File: src/rtl/dma2d_pkg.sv
package dma2d_pkg;
  typedef enum logic [1:0] {
    WALK_IDLE = 2'd0,
    WALK_RECT = 2'd1,
    WALK_RING = 2'd2
  } walk_state_e;
endpackage

File: src/rtl/dma2d_rect_walker.sv
module dma2d_rect_walker #(
  parameter int AW = 32,
  parameter int LW = 12,
  parameter int SW = 16,
  parameter int RW = 12
) (
  input  logic          clk,
  input  logic          rst_n,
  input  logic          load_i,
  input  logic          step_i,
  input  logic [AW-1:0] base_i,
  input  logic [LW-1:0] len_i,
  input  logic [SW-1:0] stride_i,
  input  logic [RW-1:0] rows_i,
  output logic [AW-1:0] addr_o,
  output logic          row_end_o,
  output logic          last_o
);
  logic [AW-1:0] row_base_q, row_base_d;
  logic [LW-1:0] col_q, col_d;
  logic [RW-1:0] row_q, row_d;
  logic [LW-1:0] len_q;
  logic [SW-1:0] stride_q;
  logic [RW-1:0] rows_q;
  logic          cfg_en, walk_en;

  assign row_end_o = (col_q == (len_q - LW'(1)));
  assign last_o    = row_end_o && (row_q == rows_q);
  assign addr_o    = row_base_q + AW'(col_q);

  assign cfg_en  = load_i;
  assign walk_en = load_i | step_i;

  always_comb begin
    row_base_d = row_base_q;
    col_d      = col_q;
    row_d      = row_q;
    if (load_i) begin
      row_base_d = base_i;
      col_d      = '0;
      row_d      = '0;
    end else if (step_i) begin
      if (row_end_o) begin
        col_d      = '0;
        row_d      = row_q + RW'(1);
        row_base_d = row_base_q + AW'(stride_q);
      end else begin
        col_d = col_q + LW'(1);
      end
    end
  end

  always_ff @(posedge clk or negedge rst_n) begin
    if (!rst_n) begin
      len_q    <= '0;
      stride_q <= '0;
      rows_q   <= '0;
    end else if (cfg_en) begin
      len_q    <= len_i;
      stride_q <= stride_i;
      rows_q   <= rows_i;
    end
  end

  always_ff @(posedge clk or negedge rst_n) begin
    if (!rst_n) begin
      row_base_q <= '0;
      col_q      <= '0;
      row_q      <= '0;
    end else if (walk_en) begin
      row_base_q <= row_base_d;
      col_q      <= col_d;
      row_q      <= row_d;
    end
  end

  // the column wraps to zero after the last word of a row
  assert_col_wrap_R3: assert property (@(posedge clk) disable iff (!rst_n)
    (step_i && !load_i && row_end_o) |=> (col_q == '0));

  // the row index advances by exactly one at a row end
  assert_row_step_R4: assert property (@(posedge clk) disable iff (!rst_n)
    (step_i && !load_i && row_end_o) |=> (row_q == $past(row_q) + RW'(1)));
endmodule

File: src/rtl/dma2d_ring_walker.sv
module dma2d_ring_walker #(
  parameter int AW = 32,
  parameter int SW = 16,
  parameter int RW = 12
) (
  input  logic          clk,
  input  logic          rst_n,
  input  logic          act_i,
  input  logic          load_i,
  input  logic          step_i,
  input  logic [AW-1:0] base_i,
  input  logic [SW-1:0] stride_i,
  input  logic [RW-1:0] rows_i,
  output logic [AW-1:0] addr_o,
  output logic          half_evt_o
);
  localparam int ZW = SW + RW;

  logic [AW-1:0] base_q;
  logic [ZW-1:0] off_q, off_d;
  logic [ZW-1:0] size_q, half_q;
  logic [ZW-1:0] size_raw, size_d;
  logic          wrap, mid;
  logic          cfg_en, walk_en;

  assign size_raw = ZW'(stride_i) * (ZW'(rows_i) + ZW'(1));
  assign size_d   = (size_raw == '0) ? ZW'(1) : size_raw;

  assign wrap       = (off_q == (size_q - ZW'(1)));
  assign mid        = (half_q != '0) && (off_q == (half_q - ZW'(1)));
  assign half_evt_o = wrap | mid;
  assign addr_o     = base_q + AW'(off_q);

  assign cfg_en  = load_i;
  assign walk_en = load_i | step_i;

  always_comb begin
    off_d = off_q;
    if (load_i)      off_d = '0;
    else if (step_i) off_d = wrap ? '0 : off_q + ZW'(1);
  end

  always_ff @(posedge clk or negedge rst_n) begin
    if (!rst_n) begin
      base_q <= '0;
      size_q <= ZW'(1);
      half_q <= '0;
    end else if (cfg_en) begin
      base_q <= base_i;
      size_q <= size_d;
      half_q <= size_d >> 1;
    end
  end

  always_ff @(posedge clk or negedge rst_n) begin
    if (!rst_n)       off_q <= '0;
    else if (walk_en) off_q <= off_d;
  end

  // the ring offset never leaves the region
  assert_off_in_ring_R7: assert property (@(posedge clk) disable iff (!rst_n)
    act_i |-> (off_q < size_q));

  // a beat at the final offset returns to the start of the ring
  assert_ring_wrap_R7: assert property (@(posedge clk) disable iff (!rst_n)
    (act_i && step_i && !load_i && wrap) |=> (off_q == '0));
endmodule

File: src/rtl/dma2d_addr_gen.sv
module dma2d_addr_gen #(
  parameter int AW = 32,
  parameter int LW = 12,
  parameter int SW = 16,
  parameter int RW = 12
) (
  input  logic          clk,
  input  logic          rst_n,
  input  logic          start_i,
  input  logic          stop_i,
  input  logic [AW-1:0] base_i,
  input  logic [LW-1:0] row_len_i,
  input  logic [SW-1:0] stride_i,
  input  logic [RW-1:0] row_cnt_i,
  input  logic          dir_i,
  output logic          busy_o,
  output logic          dir_o,
  output logic          addr_valid_o,
  input  logic          addr_ready_i,
  output logic [AW-1:0] addr_o,
  output logic          addr_last_row_o,
  output logic          row_done_o,
  output logic          xfer_done_o,
  output logic          half_done_o
);
  import dma2d_pkg::*;

  walk_state_e   state_q, state_d;
  logic          dir_q;
  logic          row_ev_q, xfer_ev_q, half_ev_q;
  logic          row_ev_d, xfer_ev_d, half_ev_d;
  logic          accept, beat, ring_sel;
  logic          in_rect, in_ring;
  logic [AW-1:0] rect_addr, ring_addr;
  logic          rect_row_end, rect_last, ring_half;

  assign in_rect  = (state_q == WALK_RECT);
  assign in_ring  = (state_q == WALK_RING);
  assign busy_o   = (state_q != WALK_IDLE);
  assign ring_sel = (row_len_i == '0);
  assign accept   = (state_q == WALK_IDLE) && start_i && !stop_i;
  assign beat     = busy_o && addr_ready_i && !stop_i;

  dma2d_rect_walker #(.AW(AW), .LW(LW), .SW(SW), .RW(RW)) rect_i (
    .clk       (clk),
    .rst_n     (rst_n),
    .load_i    (accept && !ring_sel),
    .step_i    (beat && in_rect),
    .base_i    (base_i),
    .len_i     (row_len_i),
    .stride_i  (stride_i),
    .rows_i    (row_cnt_i),
    .addr_o    (rect_addr),
    .row_end_o (rect_row_end),
    .last_o    (rect_last)
  );

  dma2d_ring_walker #(.AW(AW), .SW(SW), .RW(RW)) ring_i (
    .clk        (clk),
    .rst_n      (rst_n),
    .act_i      (in_ring),
    .load_i     (accept && ring_sel),
    .step_i     (beat && in_ring),
    .base_i     (base_i),
    .stride_i   (stride_i),
    .rows_i     (row_cnt_i),
    .addr_o     (ring_addr),
    .half_evt_o (ring_half)
  );

  always_comb begin
    state_d = state_q;
    if (stop_i) begin
      state_d = WALK_IDLE;
    end else begin
      unique case (state_q)
        WALK_IDLE: if (accept) state_d = ring_sel ? WALK_RING : WALK_RECT;
        WALK_RECT: if (beat && rect_last) state_d = WALK_IDLE;
        WALK_RING: state_d = WALK_RING;
        default:   state_d = WALK_IDLE;
      endcase
    end
  end

  assign row_ev_d  = beat && in_rect && rect_row_end;
  assign xfer_ev_d = beat && in_rect && rect_last;
  assign half_ev_d = beat && in_ring && ring_half;

  always_ff @(posedge clk or negedge rst_n) begin
    if (!rst_n) state_q <= WALK_IDLE;
    else        state_q <= state_d;
  end

  always_ff @(posedge clk or negedge rst_n) begin
    if (!rst_n)      dir_q <= 1'b0;
    else if (accept) dir_q <= dir_i;
  end

  always_ff @(posedge clk or negedge rst_n) begin
    if (!rst_n) begin
      row_ev_q  <= 1'b0;
      xfer_ev_q <= 1'b0;
      half_ev_q <= 1'b0;
    end else begin
      row_ev_q  <= row_ev_d;
      xfer_ev_q <= xfer_ev_d;
      half_ev_q <= half_ev_d;
    end
  end

  assign dir_o           = dir_q;
  assign addr_valid_o    = busy_o;
  assign addr_o          = in_ring ? ring_addr : rect_addr;
  assign addr_last_row_o = in_rect && rect_row_end;
  assign row_done_o      = row_ev_q;
  assign xfer_done_o     = xfer_ev_q;
  assign half_done_o     = half_ev_q;

  assert_hold_stall_R6: assert property (@(posedge clk) disable iff (!rst_n)
    (addr_valid_o && !addr_ready_i && !stop_i) |=>
      (addr_valid_o && $stable(addr_o) && $stable(addr_last_row_o)));

  assert_done_idle_R5: assert property (@(posedge clk) disable iff (!rst_n)
    xfer_done_o |-> (!busy_o && !addr_valid_o && row_done_o));

  assert_stop_quiet_R9: assert property (@(posedge clk) disable iff (!rst_n)
    stop_i |=> (!busy_o && !row_done_o && !xfer_done_o && !half_done_o));

  assert_busy_start_ignored_R10: assert property (@(posedge clk) disable iff (!rst_n)
    (busy_o && start_i) |=> $stable(dir_o));

  assert_half_alone_R8: assert property (@(posedge clk) disable iff (!rst_n)
    half_done_o |-> (!row_done_o && !xfer_done_o));
endmodule

File: config.mk
export PLATFORM = sky130hd
export DESIGN_NAME = dma2d_addr_gen
export DESIGN_NICKNAME = d
export VERILOG_FILES = /design/src/rtl/dma2d_pkg.sv /design/src/rtl/dma2d_rect_walker.sv /design/src/rtl/dma2d_ring_walker.sv /design/src/rtl/dma2d_addr_gen.sv
export SDC_FILE = /design/constraint.sdc
export NUM_CORES = 1
export LEC_CHECK = 0
export ABC_AREA = 0
export BUFFER_PORTS_ARGS = -buffer_cell sky130_fd_sc_hd__buf_2
export CAP_MARGIN = 20
export CORE_ASPECT_RATIO = 0.9
export CORE_UTILIZATION = 50
export DETAILED_ROUTE_END_ITERATION = 10
export GPL_TIMING_DRIVEN = 0
export PLACE_DENSITY_LB_ADDON = 0.15
export SYNTH_ARGS = -nofsm -noshare
export SYNTH_HDL_FRONTEND = slang
export SYNTH_SLANG_ARGS = --single-unit
File: constraint.sdc
create_clock -name clk -period 4.34 [get_ports clk]
set_input_delay 0.651 -clock clk [delete_from_list [all_inputs] [get_ports clk]]
set_output_delay 0.651 -clock clk [all_outputs]
set_load 0.05 [all_outputs]
# Word level (Yosys, flattened, before mapping)
# Index checks and enable logic that the tools add are counted.
dict set report word_totals {
  inputBits 78
  output_inout_bits 39
  ff_bits 217
}
dict set report op_classes {
  n_mux 19
  bitwise 3
  n_eq_ne 8
  mul 1
  n_addsub 10
  reduce_logical 29
}
# op count
set ops {}
lappend ops {{$mux W32} 4}
lappend ops {{$mux W28} 4}
lappend ops {{$mux W12} 6}
lappend ops {{$eq A28 B28 Y1} 2}
lappend ops {{$add A32 B12 Y32} 1}
lappend ops {{$add A32 B16 Y32} 1}
lappend ops {{$add A32 B28 Y32} 1}
lappend ops {{$add A28 B1 Y28 const B} 1}
lappend ops {{$logic_not A28 Y1} 1}
lappend ops {{$mul A16 B28 Y28} 1}
lappend ops {{$reduce_bool A28 Y1} 1}
lappend ops {{$sub A27 B1 Y28 const B} 1}
lappend ops {{$sub A28 B1 Y28 const B} 1}
lappend ops {{$add A12 B1 Y12 const B} 2}
lappend ops {{$eq A12 B12 Y1} 2}
lappend ops {{$logic_and A1 B1 Y1} 15}
lappend ops {{$add A12 B1 Y13 const B} 1}
lappend ops {{$logic_not A12 Y1} 1}
lappend ops {{$sub A12 B1 Y12 const B} 1}
lappend ops {{$mux W2} 4}
lappend ops {{$reduce_bool A2 Y1} 4}
lappend ops {{$pmux W2 S3} 1}
lappend ops {{$reduce_and A2 Y1} 3}
lappend ops {{$ne A3 B2 Y1 const B} 1}
lappend ops {{7 further kinds} 10}

# Longest topological paths before layout
# Gate-level depths: netlist (run 1).
dict set report logic_depth {
  depth_word 7
  ltp_mapped 29
  mapped_depth_nobuf 27
}

# Cells and area by module
# From an unflattened synthesis (run 1), not the netlist that was laid out.
dict set report unflattened {
  hier_cells 2407
  area_unflattened_um2 21526.9
}
# mod seq_area_each_um2 cells_each area_each_um2 n_inst
set modules_own_cells {}
lappend modules_own_cells {dma2d_ring_walker 2203.4 1639 14041.0 1}
lappend modules_own_cells {dma2d_rect_walker 2402.3 701 6642.6 1}
lappend modules_own_cells {dma2d_addr_gen 150.1 67 843.3 1}

# Worst setup path after synthesis (run 1)
# OpenSTA, ideal clock, no wires.
dict set report synth_path {
  path_type {input-to-reg}
  from {input row_cnt_i[0]}
  to {register ring_i.size_q[0]}
  cell_stages 27
  slack_ns -2.640
  arrival_time_ns 6.902
  path_buffers 2
  t_required_ns 4.262
  setup_time_ns 0.078
  cell_sequence {clkbuf_1 > nand2_1 > nor2_1 > and3_1 > nand3_1 > xnor2_1 > clkbuf_1 > nand2_1 > fa_1 > inv_1 > fa_1 > fa_1 > fa_1 > inv_1 > fa_1 > inv_1 > ha_1 > a211oi_1 > nand2_1 > o21ai_0 > o31a_1 > o311ai_0 > a21o_1 > a21oi_1 > o21bai_1 > xnor2_1 > a31o_2}
}
dict set report synth_between {
  elab_chain_cells 4
}
# element line
set synth_rtl {}
lappend synth_rtl {{start, declared} dma2d_addr_gen.sv:14} ;# input logic [RW-1:0] row_cnt_i,
lappend synth_rtl {{$add A12 B1 Y13 (*)} dma2d_ring_walker.sv:26} ;# assign size_raw = ZW'(stride_i) * (ZW'(rows_i) + ZW'(1));
lappend synth_rtl {{$mul A16 B28 Y28 (*)} dma2d_ring_walker.sv:26}
lappend synth_rtl {{$logic_not A28 Y1} dma2d_ring_walker.sv:27} ;# assign size_d = (size_raw == '0) ? ZW'(1) : size_raw;
lappend synth_rtl {{$mux W28 (*)} dma2d_ring_walker.sv:27}
lappend synth_rtl {{end signal, assigned} dma2d_ring_walker.sv:50} ;# size_q <= size_d;
lappend synth_rtl {{end, declared} dma2d_ring_walker.sv:21} ;# logic [ZW-1:0] size_q, half_q;
# Mark *: on every way between the ends. The rest lies on a longest branch, timed or not.
# A chain may end at the register's enable or synchronous reset.

# Worst setup path after layout (run 1)
# Ends and elaborated chain as after synthesis.

==> results.toml, run 1 <==
[status]
status = "finished, violations left"
failing_checks = "setup timing"

[place]
placement_setup_slack_ns = -3.164
hpwl_um = 51030
globalplace.congestion = 0.9449
placement.io_buffers = 116

[worst_setup_path]
reg2regPathDepth = 11
rr_endpoint = "ring_i.size_q[0]"
path_class = "input pin to register"
worstSetupEndpoint = "ring_i.size_q[0]"
worst-r2r-setup-slack_ns = 0.11
critPathMaxFanout = 5
cp_data_arrival_time_ns = 6.74
r2r-start = "state_q[1]"
worstSetupEndpointType = "register"
timing.critical_path.from = "row_cnt_i[0]"
cp-start-kind = "input pin"
worst_ep_required_time_ns = 4.74

[grt]
grt_start_max_net_pins = 121
gr-usage-all-layers = 0.3132
via_count_of_the_first_global_routing_pass = 19050
grt_overflow = 0
initial_antenna_violation_count = 1
grt_pass1_wl_um = 103200

[timing]
final_slew_viol_count = 0
worst_clk_skew_ns = 0.01224
rsz_0062_raised_after_global_routing = "yes"
maxSlewHeadroom = 0.2774
setup_ws_ns = -1.999
worst_slew_pin_slew_ns = 1.069
fmaxAchievable_mhz = 157.8
timing_hold_violations_final = 0
minimum_clock_period_ns = 6.339
whs_ns = 0.1672
setup-violations-final = 22
layout_worst_path_cycle_share = 1.461

[route]
drtAntennaViolNets = 0
drc = 0
vias = 19010
wl_um = 65950
dr.pass1.iters = 5
vias_per_cell = 5.868
first_drt_iteration_drcs = 1586
drt-wirelength-per-cell_um = 20.36

[yosys]
mappedNetlistNets = 2837
synth_async_sr_flop_share = 1.000
yosysSeqAreaShare = 0.2301
synth-edff-count = 0
synth_simple_gate_area_share = 0.2214
combinational_family_with_the_most_area_after_synthesis = "adder cells"
post_synth_mux_area_share = 0.02687
yosys.cell_types.count = 78
yosys_most_used_dff = "dfrtp_1"
synth.avg_cell_area_um2 = 8.376
netlist_instances = 2468
synthesized_cell_area_mm2 = 0.02067
yosysWarnings = 0
ys_seq_elements = 190
synth_xor_area_frac = 0.09110
synth-adder-area-share = 0.2328
synth_compound_gate_area_share = 0.1380

[floorplanning]
ioPinCount = 117
floorplan.initialDensity = 0.5076
core_area_mm2 = 0.04073
die_w_um = 216.3
die_area_mm2 = 0.04216
dieHeight_um = 194.9
num_rows = 70

[cts]
root_buffer_cell = "clkbuf_16"
tritoncts = "done"
cts.path.max_buffers = 2
ctsHtreeMaxLevel = 4
clk_latency_ns = 0.46
clkSlewWorstSetupHoldPaths_ns = 0.07
clock_sinks = 190
numCtsBuffers = 17
postCtsHoldBufs = 0

[run]
max-cap-violations = 0

[final_layout]
final_layout_size_suffix_gt1_frac = 0.1835
fillCellCount = 3579
nNetsFinal = 3055
finish.utilization = 0.6074
areaGrowthSynthToFinish_pct = 19.67

[power_and_ir_drop]
power.leakage_nw = 12.02
max-vdd-ir-drop_mv = 0.7058
pwr_density_cell_mw_per_mm2 = 613.8

[hold_path]
min_path_type = "input pin to asynchronous set/reset pin"
## power by group
group          internal [mW]  switching, mW  leakage (nW)
registers               1.91          0.167          2.52
clock network          0.968          0.723         0.296
logic                   5.53           5.89          9.20
## registers in the layout, indices dropped and copies added (netlist names)
name,cells
dir_o,1
half_done_o,1
rect_i.col_q,12
rect_i.len_q,12
rect_i.row_base_q,32
rect_i.row_q,12
rect_i.rows_q,12
rect_i.stride_q,16
ring_i.base_q,32
ring_i.off_q,28
ring_i.size_q,28
row_done_o,1
state_q,2
xfer_done_o,1
## final cells by class
| cell class | count | area, um^2 | area share |
|---|---|---|---|
| Multi-Input combinational cell | 1954 | 15820 | 0.6396 |
| Sequential cell | 190 | 4766 | 0.1927 |
| Timing Repair Buffer | 201 | 1488 | 0.06014 |
| Inverter | 206 | 773.2 | 0.03126 |
| Tap cell | 540 | 675.6 | 0.02731 |
| Buffer | 116 | 590.6 | 0.02387 |
| Clock buffer | 23 | 488.0 | 0.01973 |
| Clock inverter | 8 | 131.4 | 0.005311 |
| Antenna cell | 1 | 2.502 | 0.0001012 |
## critical path, cell delays in order
cell and delay [ns]:
buf_8 0.08, ha_4 0.14, nand3_4 0.08, nor2_4 0.13, and3_4 0.22, buf_6 0.10, nand3_4 0.07, xnor2_4 0.22
buf_8 0.16, nand2_4 0.05, fa_1 0.51, fa_2 0.56, inv_2 0.04, fa_2 0.52, fa_1 0.43, fa_1 0.56
ha_4 0.24, a21oi_2 0.13, o21a_1 0.22, nand4_1 0.19, a31oi_2 0.31, o21bai_1 0.09, a21oi_1 0.18, xor2_1 0.30
o211a_1 0.19, and4_1 0.20, a31o_2 0.15
## placed cells by master, fill, tap and decap left out, drive strengths merged, types with 76 or more instances in the layout
cell / instances
nand3: 77
inv: 206
xnor2: 128
fa: 156
buf: 219
ha: 135
clkbuf: 121
dfrtp: 189
a21oi: 76
nand2: 422
o21ai: 153
nor2: 131
xor2: 87
## synthesized netlist by cell type (24+ instances only)
cell type,number,area share
mux2_2,44,0.024
inv_1,206,0.037
fa_1,156,0.15
nor4_1,27,0.0082
xnor2_1,128,0.054
and2_1,69,0.021
nand4_1,28,0.0085
dfrtp_1,189,0.23
and3_1,52,0.016
nor2_1,131,0.024
nand2_1,421,0.076
o21ai_0,145,0.035
xor2_1,87,0.037
clkbuf_1,104,0.019
nor2b_1,26,0.0079
nor3_1,33,0.0080
o211ai_1,24,0.0087
a21o_1,41,0.015
a21oi_1,76,0.018
nand3_1,77,0.019
ha_1,135,0.082
## cells by family (layout without fill, tap and decap cells)
group                      count (synthesis)  after routing
other                                      0              1
and+or+nand+nor                          953            953
AOI/OAI and AO/OA                        445            445
adders and majority gates                291            291
xor gates and xnor gates                 215            215
DFF                                      190            190
buffers and inverters                    324            554
muxes                                     50             50
## layer usage
layer  global-route usage  part of all wire
met1               0.4168              0.42
met2               0.5292              0.49
met3              0.03818             0.060
met5                    0           0.00012
met4               0.1004             0.032
## worst min-delay path by stage
| stage | cells past startpoint | endpoint | startpoint |
|---|---|---|---|
| after floorplan | 0 | dir_o | rst_n |
| after global placement | 2 | rect_i.rows_q[1] | rect_i.rows_q[1] |
| after detailed placement | 2 | rect_i.stride_q[10] | rect_i.stride_q[10] |
| after CTS | 1 | ring_i.off_q[22] | rst_n |
| after global routing | 1 | ring_i.base_q[18] | rst_n |
| final | 1 | ring_i.off_q[18] | rst_n |
## stage by stage
step / cell area [um^2] / cells / total power [mW] / TNS (ns)
after floorplan: 21030 / 2468 / 7.767 / -26.04
after global placement: 22290 / 3124 / 9.541 / -183.78
after detailed placement: 22340 / 3127 / 9.666 / -51.03
after CTS: 24100 / 3213 / 13.16 / -28.17
after global routing: 24730 / 3238 / 16.10 / -31.62
final: 24740 / 3239 / 15.18 / -27.86
## timing repair
item | 4_1_cts | 5_1_grt
resized for setup | 157 | 117
setup endpoints to repair | 42 | 71
gates cloned | 1 | 0
setup buffers | 55 | 32
pin swaps | 91 | 96
endpoints found under the hold margin | 0 | 0
No activity file was read; power rests on OpenSTA's default activity.
==> inputs of run 2 (changes only) <==
--- a/config.mk
+++ b/config.mk
@@ -13,6 +13,7 @@
 export DETAILED_ROUTE_END_ITERATION = 10
 export GPL_TIMING_DRIVEN = 0
 export PLACE_DENSITY_LB_ADDON = 0.15
+export SKIP_LAST_GASP = 1
 export SYNTH_ARGS = -nofsm -noshare
 export SYNTH_HDL_FRONTEND = slang
 export SYNTH_SLANG_ARGS = --single-unit
==> results.toml, run 2 (same netlist as run 1, synthesis figures left out) <==
[place]
placement.io_buffers = 116
placement_setup_slack_ns = -3.164
globalplace.congestion = 0.9449
post-place-cells = 3127
hpwl_um = 51030

[final_layout]
nNetsFinal = 3055
final_cell_mix = "nand2_1 (407), inv_1 (191), dfrtp_1 (181), fa_1 (142), nor2_1 (126)"
areaGrowthSynthToFinish_pct = 19.47
mostFrequentLayoutCell = "nand2_1"
final_layout_size_suffix_gt1_frac = 0.1809
top_regs = "rect_i.row_base_q: 32 flops, ring_i.base_q: 32 flops"
stdcell_count = 3239
fillCellCount = 3582
finish.utilization = 0.6064

[timing]
setup_ws_ns = -1.987
timing_hold_violations_final = 0
setup-tns-final_ns = -28.06
layout_worst_path_cycle_share = 1.458
setup-violations-final = 23
minimum_clock_period_ns = 6.327
maxSlewHeadroom = 0.2956
worst_slew_pin_slew_ns = 1.042
rsz_0062_raised_after_global_routing = "yes"
worst_clk_skew_ns = 0.01172
final_slew_viol_count = 0
fmaxAchievable_mhz = 158.1

[route]
dr.pass1.iters = 6
drtAntennaViolNets = 0
vias_per_cell = 5.865
drc = 0
vias = 19000
first_drt_iteration_drcs = 1479
drt-wirelength-per-cell_um = 20.33
wl_um = 65850

[worst_setup_path]
worstSetupEndpointType = "register"
path_class = "input pin to register"
cp-start-kind = "input pin"
worst-r2r-setup-slack_ns = 0.15
r2r-start = "state_q[1]"
cp_data_arrival_time_ns = 6.72
rr_endpoint = "ring_i.size_q[0]"
worst_ep_required_time_ns = 4.73
critPathMaxFanout = 5
reg2regPathDepth = 11

[power_and_ir_drop]
pwr_density_cell_mw_per_mm2 = 609.7
total_power_mw = 15.06
power.leakage_nw = 12.00
max-vdd-ir-drop_mv = 0.6851

[cts]
tritoncts = "done"
cts.path.max_buffers = 2
clk_latency_ns = 0.45
ctsHtreeMaxLevel = 4
numCtsBuffers = 17
root_buffer_cell = "clkbuf_16"
clkSlewWorstSetupHoldPaths_ns = 0.08
postCtsHoldBufs = 0
clock_sinks = 190

[floorplanning]
ioPinCount = 117
dieHeight_um = 194.9
floorplan.initialDensity = 0.5076
num_rows = 70
die_area_mm2 = 0.04216
die_w_um = 216.3
core_area_mm2 = 0.04073

[grt]
via_count_of_the_first_global_routing_pass = 19020
grt_start_max_net_pins = 121
gr-usage-all-layers = 0.3128
grt_overflow = 0
initial_antenna_violation_count = 1
grt_pass1_wl_um = 103100

[status]
status = "finished, violations left"
failing_checks = "setup timing"

[run]
max-cap-violations = 0

[hold_path]
min_path_type = "input pin to asynchronous set/reset pin"
[run 2: cell counts in the layout (fill, tap and decap cells not counted)]
No cell type changed its count.
[run 2: per-stage QoR]
step	hold slack [ns]	area [um^2]
after floorplan	0.3554	21030
after global placement	0.4778	22290
after detailed placement	0.4788	22340
after CTS	0.1750	24080
after global routing	0.1984	24690
final	0.1689	24690
[run 2: worst max-delay path by stage]
stage	from	endpoint	slack [ns]
2_1_floorplan	row_cnt_i[0]	ring_i.size_q[0]	-1.83
3_3_place_gp	row_cnt_i[2]	ring_i.size_q[0]	-3.05
3_5_place_dp	row_cnt_i[2]	ring_i.size_q[0]	-3.16
4_1_cts	row_cnt_i[1]	ring_i.size_q[0]	-2.04
5_1_grt	row_cnt_i[0]	ring_i.size_q[0]	-2.19
6_report	row_cnt_i[0]	ring_i.size_q[0]	-1.99
[run 2: cell type report]
type,instances,area (um^2),share of cell area
Sequential cell,190,4766,0.1930
Clock buffer,23,488.0,0.01976
Antenna cell,1,2.502,0.0001013
Clock inverter,8,131.4,0.005320
Inverter,206,773.2,0.03131
Tap cell,540,675.6,0.02736
Timing Repair Buffer,201,1480,0.05994
Multi-Input combinational cell,1954,15790,0.6393
Buffer,116,590.6,0.02391
[run 2: where the power goes]
part | internal [mW] | leakage [nW] | switching [mW] | total (mW)
logic | 5.50 | 9.18 | 5.79 | 11.3
registers | 1.91 | 2.52 | 0.168 | 2.08
clock network | 0.969 | 0.296 | 0.721 | 1.69
total | 8.38 | 12.0 | 6.68 | 15.1
[run 2: worst max-delay path, cell delays in order]
cell and delay [ns]:
buf_8 0.08, ha_4 0.14, nand3_4 0.08, nor2_4 0.13, and3_4 0.22, buf_6 0.10, nand3_4 0.07, xnor2_4 0.22
buf_8 0.16, nand2_4 0.05, fa_1 0.51, fa_2 0.56, inv_2 0.04, fa_2 0.52, fa_1 0.43, fa_1 0.56
ha_4 0.24, a21oi_2 0.13, o21a_1 0.20, nand4_1 0.18, a31oi_2 0.30, o21bai_1 0.09, a21oi_1 0.18, xor2_1 0.30
o211a_1 0.20, and4_1 0.20, a31o_2 0.15
[run 2: metal layers]
layer | GRT usage | share of wire
met3 | 0.03568 | 0.055
met1 | 0.4166 | 0.43
met4 | 0.1025 | 0.029
met5 | 0 | 0.00012
met2 | 0.5288 | 0.49
[run 2: timing repair]
action / CTS / global route
setup endpoints to repair: 42 / 72
gates resized for setup: 145 / 111
gates cloned: 1 / 0
pin swaps: 91 / 95
buffers inserted: 55 / 32
